## config.mk

```make
export PLATFORM = sky130hd
export DESIGN_NAME = tsc_convert
export DESIGN_NICKNAME = d
export VERILOG_FILES = /design/src/rtl/tsc_pkg.sv /design/src/rtl/tsc_cal_rom.sv /design/src/rtl/tsc_divider.sv /design/src/rtl/tsc_convert.sv
export SDC_FILE = /design/constraint.sdc
export NUM_CORES = 1
export LEC_CHECK = 0
export ABC_AREA = 1
export ABC_CLOCK_PERIOD_IN_PS = 13600
export BUFFER_PORTS_ARGS = -buffer_cell sky130_fd_sc_hd__buf_2
export CORE_ASPECT_RATIO = 1.4
export CORE_UTILIZATION = 35
export CTS_BUF_LIST = sky130_fd_sc_hd__clkbuf_4 sky130_fd_sc_hd__clkbuf_8 sky130_fd_sc_hd__clkbuf_16
export CTS_CLUSTER_SIZE = 10
export DETAILED_ROUTE_END_ITERATION = 8
export PLACE_DENSITY = 0.57
export SYNTH_ARGS = -nofsm -noshare
export SYNTH_HDL_FRONTEND = slang
export SYNTH_HIERARCHICAL = 1
export SYNTH_SLANG_ARGS = --single-unit
```

## constraint.sdc

```tcl
create_clock -name clk_i -period 13.6 [get_ports clk_i]
set_clock_uncertainty 0.2 [all_clocks]
set_input_delay 0 -clock clk_i [delete_from_list [all_inputs] [get_ports clk_i]]
set_output_delay 0 -clock clk_i [all_outputs]
set_load 0.01 [all_outputs]
```

## src/rtl/tsc_pkg.sv

```systemverilog
package tsc_pkg;
  localparam int CODE_W  = 12;
  localparam int TEMP_W  = 32;
  localparam int N_ENT   = 36;
  localparam int IDX_W   = $clog2(N_ENT + 1);
  localparam int T_MIN   = -40000;
  localparam int T_MAX   = 125000;
  localparam int T_STEP  = 5000;

  // entry 0 and entry N_ENT-1 are clamp anchors
  function automatic logic [CODE_W-1:0] cal_code(input int i);
    case (i)
      0: return 12'd0;     1: return 12'd402;   2: return 12'd410;   3: return 12'd419;
      4: return 12'd427;   5: return 12'd436;   6: return 12'd444;   7: return 12'd453;
      8: return 12'd461;   9: return 12'd470;  10: return 12'd478;  11: return 12'd487;
     12: return 12'd496;  13: return 12'd504;  14: return 12'd513;  15: return 12'd521;
     16: return 12'd530;  17: return 12'd538;  18: return 12'd547;  19: return 12'd555;
     20: return 12'd564;  21: return 12'd573;  22: return 12'd581;  23: return 12'd590;
     24: return 12'd599;  25: return 12'd607;  26: return 12'd616;  27: return 12'd624;
     28: return 12'd633;  29: return 12'd642;  30: return 12'd650;  31: return 12'd659;
     32: return 12'd668;  33: return 12'd677;  34: return 12'd685;  35: return 12'hFFF;
      default: return 12'd0;
    endcase
  endfunction

  function automatic logic signed [TEMP_W-1:0] cal_temp(input int i);
    if (i <= 0)         return TEMP_W'(T_MIN);
    if (i >= N_ENT - 1) return TEMP_W'(T_MAX);
    return TEMP_W'(T_MIN + T_STEP * (i - 1));
  endfunction
endpackage

```

## src/rtl/tsc_cal_rom.sv

```systemverilog
module tsc_cal_rom
  import tsc_pkg::*;
#(
  parameter int IW = IDX_W
) (
  input  logic [IW-1:0]            idx_i,
  output logic [CODE_W-1:0]        cur_code_o,
  output logic signed [TEMP_W-1:0] cur_temp_o,
  output logic [CODE_W-1:0]        prv_code_o,
  output logic signed [TEMP_W-1:0] prv_temp_o
);
  always_comb begin
    cur_code_o = cal_code(int'(idx_i));
    cur_temp_o = cal_temp(int'(idx_i));
    prv_code_o = cal_code(int'(idx_i) - 1);
    prv_temp_o = cal_temp(int'(idx_i) - 1);
  end
endmodule

```

## src/rtl/tsc_divider.sv

```systemverilog
module tsc_divider #(
  parameter int NUM_W = 32,
  parameter int DEN_W = 16
) (
  input  logic             clk_i,
  input  logic             rst_ni,
  input  logic             start_i,
  input  logic [NUM_W-1:0] num_i,
  input  logic [DEN_W-1:0] den_i,
  output logic             done_o,
  output logic [NUM_W-1:0] quot_o
);
  localparam int CNT_W = $clog2(NUM_W);

  logic             run_q, done_q;
  logic [CNT_W-1:0] cnt_q;
  logic [NUM_W-1:0] q_q;
  logic [DEN_W-1:0] rem_q, den_q;
  logic [DEN_W:0]   shifted, trial;
  logic             ge;

  assign shifted = {rem_q, q_q[NUM_W-1]};
  assign trial   = shifted - {1'b0, den_q};
  assign ge      = shifted >= {1'b0, den_q};

  always_ff @(posedge clk_i or negedge rst_ni) begin
    if (!rst_ni) begin
      run_q <= 1'b0; done_q <= 1'b0; cnt_q <= '0;
      q_q <= '0; rem_q <= '0; den_q <= '0;
    end else begin
      done_q <= 1'b0;
      if (start_i) begin
        run_q <= 1'b1; cnt_q <= '0;
        q_q <= num_i; rem_q <= '0; den_q <= den_i;
      end else if (run_q) begin
        rem_q <= ge ? trial[DEN_W-1:0] : shifted[DEN_W-1:0];
        q_q   <= {q_q[NUM_W-2:0], ge};
        cnt_q <= cnt_q + CNT_W'(1);
        if (cnt_q == CNT_W'(NUM_W - 1)) begin
          run_q  <= 1'b0;
          done_q <= 1'b1;
        end
      end
    end
  end

  assign done_o = done_q;
  assign quot_o = q_q;

  // restoring invariant keeps truncating quotient exact
  p_rem_below_den_r5: assert property (@(posedge clk_i) disable iff (!rst_ni)
    run_q |-> rem_q < den_q);
  p_no_zero_den_r2: assert property (@(posedge clk_i) disable iff (!rst_ni)
    start_i |-> den_i != '0);
endmodule

```

## src/rtl/tsc_convert.sv

```systemverilog
module tsc_convert
  import tsc_pkg::*;
#(
  parameter int DIV_W = TEMP_W,
  parameter int DEN_W = 16
) (
  input  logic              clk_i,
  input  logic              rst_ni,
  input  logic              req_i,
  input  logic              to_code_i,
  input  logic [CODE_W-1:0] code_i,
  input  logic [TEMP_W-1:0] temp_i,
  output logic              busy_o,
  output logic              done_o,
  output logic [TEMP_W-1:0] temp_o,
  output logic [CODE_W-1:0] code_o,
  output logic              fail_o
);
  typedef enum logic [1:0] {ST_IDLE, ST_SEARCH, ST_DIV} st_e;

  st_e                      st_q;
  logic                     to_code_q, miss_q, done_q, fail_q;
  logic [CODE_W-1:0]        code_q, code_res_q;
  logic signed [TEMP_W-1:0] temp_q, base_q, temp_res_q;
  logic [IDX_W-1:0]         idx_q;

  logic [CODE_W-1:0]        cur_code, prv_code;
  logic signed [TEMP_W-1:0] cur_temp, prv_temp;

  tsc_cal_rom #(.IW(IDX_W)) u_rom (
    .idx_i(idx_q), .cur_code_o(cur_code), .cur_temp_o(cur_temp),
    .prv_code_o(prv_code), .prv_temp_o(prv_temp)
  );

  logic                     at_end, hit, exact, zspan, settle, flat, miss_d;
  logic [DEN_W-1:0]         span_d, diff_d, den_d;
  logic [DIV_W-1:0]         num_d;
  logic signed [TEMP_W-1:0] base_d;

  always_comb begin
    if (!to_code_q) begin
      at_end = idx_q == IDX_W'(N_ENT - 1);  // final entry never tested
      hit    = cur_code >= code_q;
      exact  = cur_code == code_q;
      zspan  = 1'b0;
      span_d = DEN_W'(cur_temp - prv_temp);
      diff_d = DEN_W'(code_q - prv_code);
      den_d  = DEN_W'(cur_code - prv_code);
      base_d = (exact || at_end) ? cur_temp : prv_temp;
      miss_d = 1'b0;
    end else begin
      at_end = idx_q == IDX_W'(N_ENT);
      hit    = cur_temp >= temp_q;
      exact  = cur_temp == temp_q;
      zspan  = cur_temp == prv_temp;     // flat clamp segment below T_MIN
      span_d = DEN_W'(cur_code - prv_code);
      diff_d = DEN_W'(temp_q - prv_temp);
      den_d  = DEN_W'(cur_temp - prv_temp);
      base_d = exact ? TEMP_W'(cur_code) : TEMP_W'(prv_code);
      miss_d = at_end;
    end
    settle = at_end || hit;
    flat   = at_end || exact || zspan;
    num_d  = flat ? '0 : DIV_W'(span_d) * DIV_W'(diff_d);
    if (flat) den_d = DEN_W'(1);
  end

  logic             div_start, div_done;
  logic [DIV_W-1:0] quot;
  logic signed [TEMP_W-1:0] res;

  assign div_start = (st_q == ST_SEARCH) && settle;
  assign res       = base_q + $signed(TEMP_W'(quot));

  tsc_divider #(.NUM_W(DIV_W), .DEN_W(DEN_W)) u_div (
    .clk_i(clk_i), .rst_ni(rst_ni), .start_i(div_start),
    .num_i(num_d), .den_i(den_d), .done_o(div_done), .quot_o(quot)
  );

  always_ff @(posedge clk_i or negedge rst_ni) begin
    if (!rst_ni) begin
      st_q <= ST_IDLE; to_code_q <= 1'b0; miss_q <= 1'b0; done_q <= 1'b0;
      fail_q <= 1'b0; code_q <= '0; code_res_q <= '0; temp_q <= '0;
      base_q <= '0; temp_res_q <= '0; idx_q <= '0;
    end else begin
      done_q <= 1'b0;
      unique case (st_q)
        ST_IDLE: if (req_i) begin
          to_code_q <= to_code_i;
          code_q    <= code_i;
          temp_q    <= temp_i;
          idx_q     <= IDX_W'(1);
          st_q      <= ST_SEARCH;
        end
        ST_SEARCH: if (settle) begin
          base_q <= base_d;
          miss_q <= miss_d;
          st_q   <= ST_DIV;
        end else begin
          idx_q <= idx_q + IDX_W'(1);
        end
        ST_DIV: if (div_done) begin
          if (to_code_q) begin
            code_res_q <= miss_q ? '1 : res[CODE_W-1:0];
            fail_q     <= miss_q;
          end else begin
            temp_res_q <= res;
            fail_q     <= 1'b0;
          end
          done_q <= 1'b1;
          st_q   <= ST_IDLE;
        end
        default: st_q <= ST_IDLE;
      endcase
    end
  end

  assign busy_o = st_q != ST_IDLE;
  assign done_o = done_q;
  assign temp_o = temp_res_q;
  assign code_o = code_res_q;
  assign fail_o = fail_q;

  p_done_pulse_r8: assert property (@(posedge clk_i) disable iff (!rst_ni)
    done_o |=> !done_o);
  p_idle_at_done_r8: assert property (@(posedge clk_i) disable iff (!rst_ni)
    done_o |-> !busy_o);
  p_busy_from_req_r8: assert property (@(posedge clk_i) disable iff (!rst_ni)
    $rose(busy_o) |-> $past(req_i));
  p_busy_hold_r8: assert property (@(posedge clk_i) disable iff (!rst_ni)
    (busy_o && !div_done) |=> busy_o);
  p_fail_sentinel_r6: assert property (@(posedge clk_i) disable iff (!rst_ni)
    (done_o && fail_o) |-> code_o == '1);
  p_temp_range_r3: assert property (@(posedge clk_i) disable iff (!rst_ni)
    done_o |-> ($signed(temp_o) >= T_MIN && $signed(temp_o) <= T_MAX));
  p_idx_bound_r9: assert property (@(posedge clk_i) disable iff (!rst_ni)
    (st_q == ST_SEARCH) |-> (idx_q >= IDX_W'(1) && idx_q <= IDX_W'(N_ENT)));
endmodule

```

# Word level (Yosys, flattened, before mapping)
# Memory sizes are Yosys's and may differ from the RTL's.
# Index checks and enable logic that the tools add are counted.
[totals]
reg_bits = 203
mem_bits_ro = 1536
inputBits = 48
out_inout_bits = 47
memories = 2
[mem_list]
columns = ["name", "words", "word_bits", "rd", "rd_ports_with_merged_regs", "wr", "line_no", "text"]
rows = [
  ["(name not given)", 64, 12, 1, 0, 0, "tsc_pkg.sv:12", "case (i)"],
  ["(name not given)", 64, 12, 1, 0, 0, "tsc_pkg.sv:12", ""],
]
[classes]
n_addsub = 12
mul = 3
order_cmp = 7
n_eq_ne = 12
n_mux = 52
n_bitwise = 1
n_reduce_logical = 17
[op_table]
columns = ["cell", "n"]
rows = [
  ["two-way mux 32 bit", 13],
  ["two-way mux 16 bit", 7],
  ["adder 17 x 32 -> 32 bit (first input constant)", 2],
  ["equality test 32 bit", 2],
  ["multiplier 11 x 32 -> 29 bit (first input constant)", 2],
  ["subtractor 16 bit", 3],
  ["two-way mux 12 bit", 3],
  ["adder 32 bit", 1],
  [">= comparator 32 bit", 1],
  [">= comparator 32 x 7 -> 1 bit (second input constant)", 1],
  ["less-or-equal comparator 32 x 1 -> 1 bit (second input constant)", 1],
  ["multiplier 16 x 16 -> 32 bit", 1],
  ["subtractor 32 x 2 -> 32 bit (second input constant)", 1],
  ["logical NOT 26 bit", 1],
  ["subtractor 12 x 12 -> 13 bit", 2],
  ["two-way mux 1 bit", 20],
  [">= comparator 17 x 16 -> 1 bit", 1],
  ["equality test 12 bit", 1],
  ["equality test 6 bit (second input constant)", 2],
  [">= comparator 12 bit", 1],
  ["two-way mux 6 bit", 2],
  ["case mux 6 bit (2 select lines)", 1],
  ["AND reduction 3 bit", 4],
  ["two-way mux 5 bit", 2],
  ["other kinds (18)", 29],
]

# Longest topological paths before layout
[depth]
depth_word = 11
depth_mapped = 65
mapped_depth_nobuf = 64

# Hierarchy
# The synthesis kept the hierarchy.
[by_module_without_submodules]
columns = ["module", "instances", "cells_per_inst", "area_per_inst_um2", "seq_area_each_um2"]
rows = [
  ["tsc_convert", 1, 2782, 20263.2, 3303.2],
  ["tsc_cal_rom", 1, 797, 5089.9, 0.0],
  ["tsc_divider", 1, 568, 4212.8, 1776.7],
]

# Worst setup path before layout
# Ideal clock, no wire load.
[synth_timing]
path_type = "reg-to-reg"
from = "reg idx_q[0]"
to = "reg u_div.q_q[29] (netlist: u_div/quot_o[29])"
t_arrival_ps = 11728
slack_ps = 1530
stages_incl_launch_ff = 63
n_path_buf = 1
period_less_slack_ps = 12070
cell_sequence = "dfrtp_1 -> buf_6 -> inv_4 -> ha_1 -> inv_1 -> ha_1 -> inv_1 -> ha_1 -> nand2_1 -> nand2_1 -> inv_1 -> nand2_1 -> xnor2_1 -> fa_1 -> inv_1 -> fa_1 -> fa_1 -> fa_1 -> [... 27 more ...] -> inv_1 -> fa_1 -> inv_1 -> ha_1 -> nand2_1 -> inv_1 -> nand3_1 -> nor3_1 -> nand3_1 -> nand3_1 -> a21o_1 -> nand2_1 -> nand2_1 -> nand2_1 -> nand2_1 -> nor2_1 -> nand2_1 -> o221ai_1"
[synth_via]
elab_chain_len = 11
[synth_lines]
columns = ["element", "line_no", "text"]
rows = [
  ["start, declared", "tsc_convert.sv:25", "logic [IDX_W-1:0] idx_q;"],
  ["start signal, assigned", "tsc_convert.sv:100", "idx_q <= idx_q + IDX_W'(1);"],
  ["subtractor 6 x 1 -> 7 bit (*)", "tsc_cal_rom.sv:16", "prv_temp_o = cal_temp(int'(idx_i) - 1);"],
  ["subtractor 32 x 2 -> 32 bit or >= comparator 32 x 7 -> 1 bit (tied branches)", "tsc_pkg.sv:29, tsc_pkg.sv:28", ""],
  ["multiplier 11 x 32 -> 29 bit or two-way mux 1 bit (tied branches)", "tsc_pkg.sv:29, tsc_pkg.sv:28", ""],
  ["adder 17 x 32 -> 32 bit or two-way mux 1 bit (tied branches)", "tsc_pkg.sv:29, tsc_pkg.sv:28", ""],
  ["two-way mux 32 bit", "tsc_pkg.sv:29", "return TEMP_W'(T_MIN + T_STEP * (i - 1));"],
  ["two-way mux 32 bit (*)", "tsc_pkg.sv:28", "if (i >= N_ENT - 1) return TEMP_W'(T_MAX);"],
  ["named net prv_temp[14]", "tsc_convert.sv:28", "logic signed [TEMP_W-1:0] cur_temp, prv_temp;"],
  ["subtractor 16 bit, or another cell as far along", "tsc_convert.sv:46", "span_d = DEN_W'(cur_temp - prv_temp);"],
  ["two-way mux 16 bit or two-way mux 1 bit (tied branches)", "tsc_convert.sv:41", "if (!to_code_q) begin"],
  ["multiplier 16 x 16 -> 32 bit or logical OR 1 bit (tied branches)", "tsc_convert.sv:64, tsc_convert.sv:63", ""],
  ["two-way mux 32 bit (*)", "tsc_convert.sv:64", "num_d = flat ? '0 : DIV_W'(span_d) * DIV_W'(diff_d);"],
  ["named net num_d[29]", "tsc_convert.sv:37", "logic [DIV_W-1:0] num_d;"],
  ["two-way mux 32 bit (*)", "tsc_divider.sv:32", "if (start_i) begin"],
  ["end signal, assigned", "tsc_divider.sv:37", "q_q <= {q_q[NUM_W-2:0], ge};"],
  ["end, declared", "tsc_divider.sv:17", "logic [NUM_W-1:0] q_q;"],
]
# Mark *: on every way through the listed nets, which the timed path passes. The rest lies on a longest branch. The select of a mux whose other input is x is not followed.
# A chain may end at the register's enable or synchronous reset.

# Worst setup path in the final report
[layout_timing]
from = "reg idx_q[0]"
to = "reg u_div.q_q[30] (netlist: u_div/quot_o[30])"
# The elaborated chain is that of the path after synthesis.

==> results.md <==
* Outcome: complete, no violations
* Reg2reg start: idx_q[0]
* Drc violations at 0
* Die width at 248 µm
* Avg Vias per Cell at 5.11
* Tightest Hold Check Type: input port to register
* Most common cell after layout, fill and taps aside: nand2_1
* Commonest non-fill, non-tap cells in the layout: 956 x nand2_1, 710 x inv_1, 455 x nor2_1, 350 x ha_1, 241 x a21oi_1
* Final #Nets at 4,951
* Minimum clock period at 12,950 ps
* Clock root buffer: clkbuf_16
* Vias in the first global route at 27,951
* Final Hold Vio Count at 0
* Die H at 346 µm
* Critical path required time at 13,820 ps
* Yosys warnings at 6
* Mean Syn Cell Area at 7.13 µm²
* CP Launch Type: register
* Area occupied by multi-input gates at 21,200 µm²
* Max incr delay on CP at 570 ps
* Fill count at 8,745
* WL/cell at 18.1 µm
* Hold Path Origin: code_i[11]
* 1st-iter DRT viols at 1,610
* Register area at 5080 µm²
* Sequential area share after synthesis at 17.2%
* Largest net degree at the start of global routing at 115
* H-tree levels at 1
* Clk sinks at 203
* Worst-case clock buffer depth at 3
* Final WL at 98,100 µm
* Slew headroom at 23.3%
* Cells after synthesis at 4,147
* Hold WS at 19.9 ps
* Clock transition at path regs at 60 ps
* Clock Latency Late Sink at 610 ps
* Critical Path AT at 13,170 ps
* Drt pass-1 iters at 8
* #FFs+latches synth at 203
* CP max FO at 14
* TritonCTS clock tree: built
* Share of layout cells above drive strength 1 at 8.16%
* GRT overflow at 0
* Crit-path slowest cell: fa_1
* TNS Setup at 0 ps
* Fin cells at 5,418
* I/O Buffers at 94
* Finish-stage setup viols at 0
* Slew @ Worst Pin at 1140 ps
* Via count at 27,706
* Top-level I/O count at 95
* Util after Layout at 40.0%
* Max cap viols at 0
* Synth unique cells at 66
* Post-DRT Antenna Nets at 0
* Clock buffer count from CTS at 28
* Post-Syn Area at 29,600 µm²
* Area growth syn-to-layout at 12.7%
* R2R setup slack at 650 ps
* Placed Cells at 5,255
* Detailed placer's ending HPWL at 79,000 µm
* Final slew viol count at 0
* Fmax at 0.0772 GHz
* Crit path from: idx_q[0]
* Period Utilization, post-route at 95.2%
* Die area at 85,700 µm²
* CP Capture Type: register
* Initial antenna violation count at 0
* Initial core utilization at 35.5%
* Top cell by count, worst path: fa_1
* EDFF count, synth at 0
* Prevailing post-synth register cell: dfrtp_1
* Worst Setup Path Type: register to register
* Core Rows at 125
* First-pass GRT wire length at 152,000 µm
* Async SR Flop Fraction at 100%
* RePlAce Congestion at 0.980
* Core area at 83,400 µm²
* Tot GR Track Use at 22.8%
## worst max-delay path: cells and delay by family (launching register included)
kind            cells  cell delay, ps
fa+ha+maj          16            6900
flops               1             400
buf+inv            10            1150
compound gates      9            1850
xor+xnor            1             160
simple gates       17            2050
## what timing repair did
item | CTS | global route
setup endpoints to repair | 0 | 13
hold endpoints to repair | 159 | 0
buffers inserted | 0 | 5
resized for setup | 0 | 10
hold buffers | 114 | 0
## sequential cells by signal, indices dropped and copies added, names as in the netlist, 2 cells and up
register	cells
u_div/cnt_q	5
code_o	12
base_q	32
temp_o	32
code_q	12
st_q	2
temp_q	32
u_div/rem_q	16
u_div/quot_o	32
idx_q	6
u_div/den_q	16
## per-stage QoR
stage	setup slack, ps	cell area [µm²]
2_1_floorplan	1530	29600
3_3_place_gp	810	31100
3_5_place_dp	585	31100
4_1_cts	513	33200
5_1_grt	-56.5	33300
6_report	650	33300
## cells in the mapped netlist, drive strengths merged, types with 3 or more instances
| cell type | n | share of area (%) |
|---|---|---|
| a211oi | 5 | 0.13 |
| a21boi | 7 | 0.18 |
| a21o | 18 | 0.46 |
| a21oi | 244 | 4.2 |
| a221oi | 6 | 0.18 |
| a22o | 3 | 0.089 |
| a31oi | 13 | 0.28 |
| buf | 54 | 1.3 |
| clkbuf | 55 | 0.70 |
| clkinv | 8 | 0.11 |
| dfrtp | 203 | 17 |
| fa | 226 | 15 |
| ha | 352 | 15 |
| inv | 736 | 9.4 |
| nand2 | 1007 | 13 |
| nand3 | 164 | 3.0 |
| nand3b | 17 | 0.43 |
| nand4 | 28 | 0.66 |
| nor2 | 476 | 6.3 |
| nor3 | 33 | 0.60 |
| nor3b | 3 | 0.076 |
| nor4 | 8 | 0.17 |
| o211ai | 17 | 0.43 |
| o21a | 4 | 0.10 |
| o21ai | 238 | 4.4 |
| o21bai | 19 | 0.50 |
| o221ai | 30 | 0.89 |
| o22ai | 24 | 0.51 |
| o31ai | 6 | 0.15 |
| or2 | 23 | 0.49 |
| xnor2 | 48 | 1.4 |
| xor2 | 59 | 1.8 |
## layout make-up
class | count | area share (%)
tap | 1079 | 4.05
sequential | 203 | 15.2
clock inverter | 10 | 0.631
inverter | 744 | 8.42
clock buffer | 33 | 2.23
timing repair buffer | 252 | 5.91
multi-input combinational | 3096 | 63.5
antenna | 1 | 0.00751
## per-layer routing
metal	GRT usage, %	wire [µm]	up-vias
li1	-	-	13490
met1	26.0	38400	13257
met2	41.4	50300	721
met3	2.42	3970	238
met4	11.5	5470	0
met5	0	0	-
## worst paths after layout
kind,endpoint,cells past startpoint
max,u_div/quot_o[30],53
min,code_q[11],4
max reg2reg,u_div/quot_o[30],53
min reg2reg,temp_o[19],2
max in group asynchronous,to_code_q,4
min in group asynchronous,base_q[30],4
## kinds of logic after synthesis
| kind of cell | share of synthesized area [%] |
|---|---|
| other | 0.0127 |
| xor gates and xnor gates | 3.25 |
| and+or+nand+nor | 25.1 |
| DFF | 17.2 |
| adders and majority gates | 30.2 |
| AOI/OAI and AO/OA | 12.7 |
| buffers and inverters | 11.5 |
Power is not shown: default switching activity piles up to over one toggle a cycle in this logic, so the estimate is an artifact.
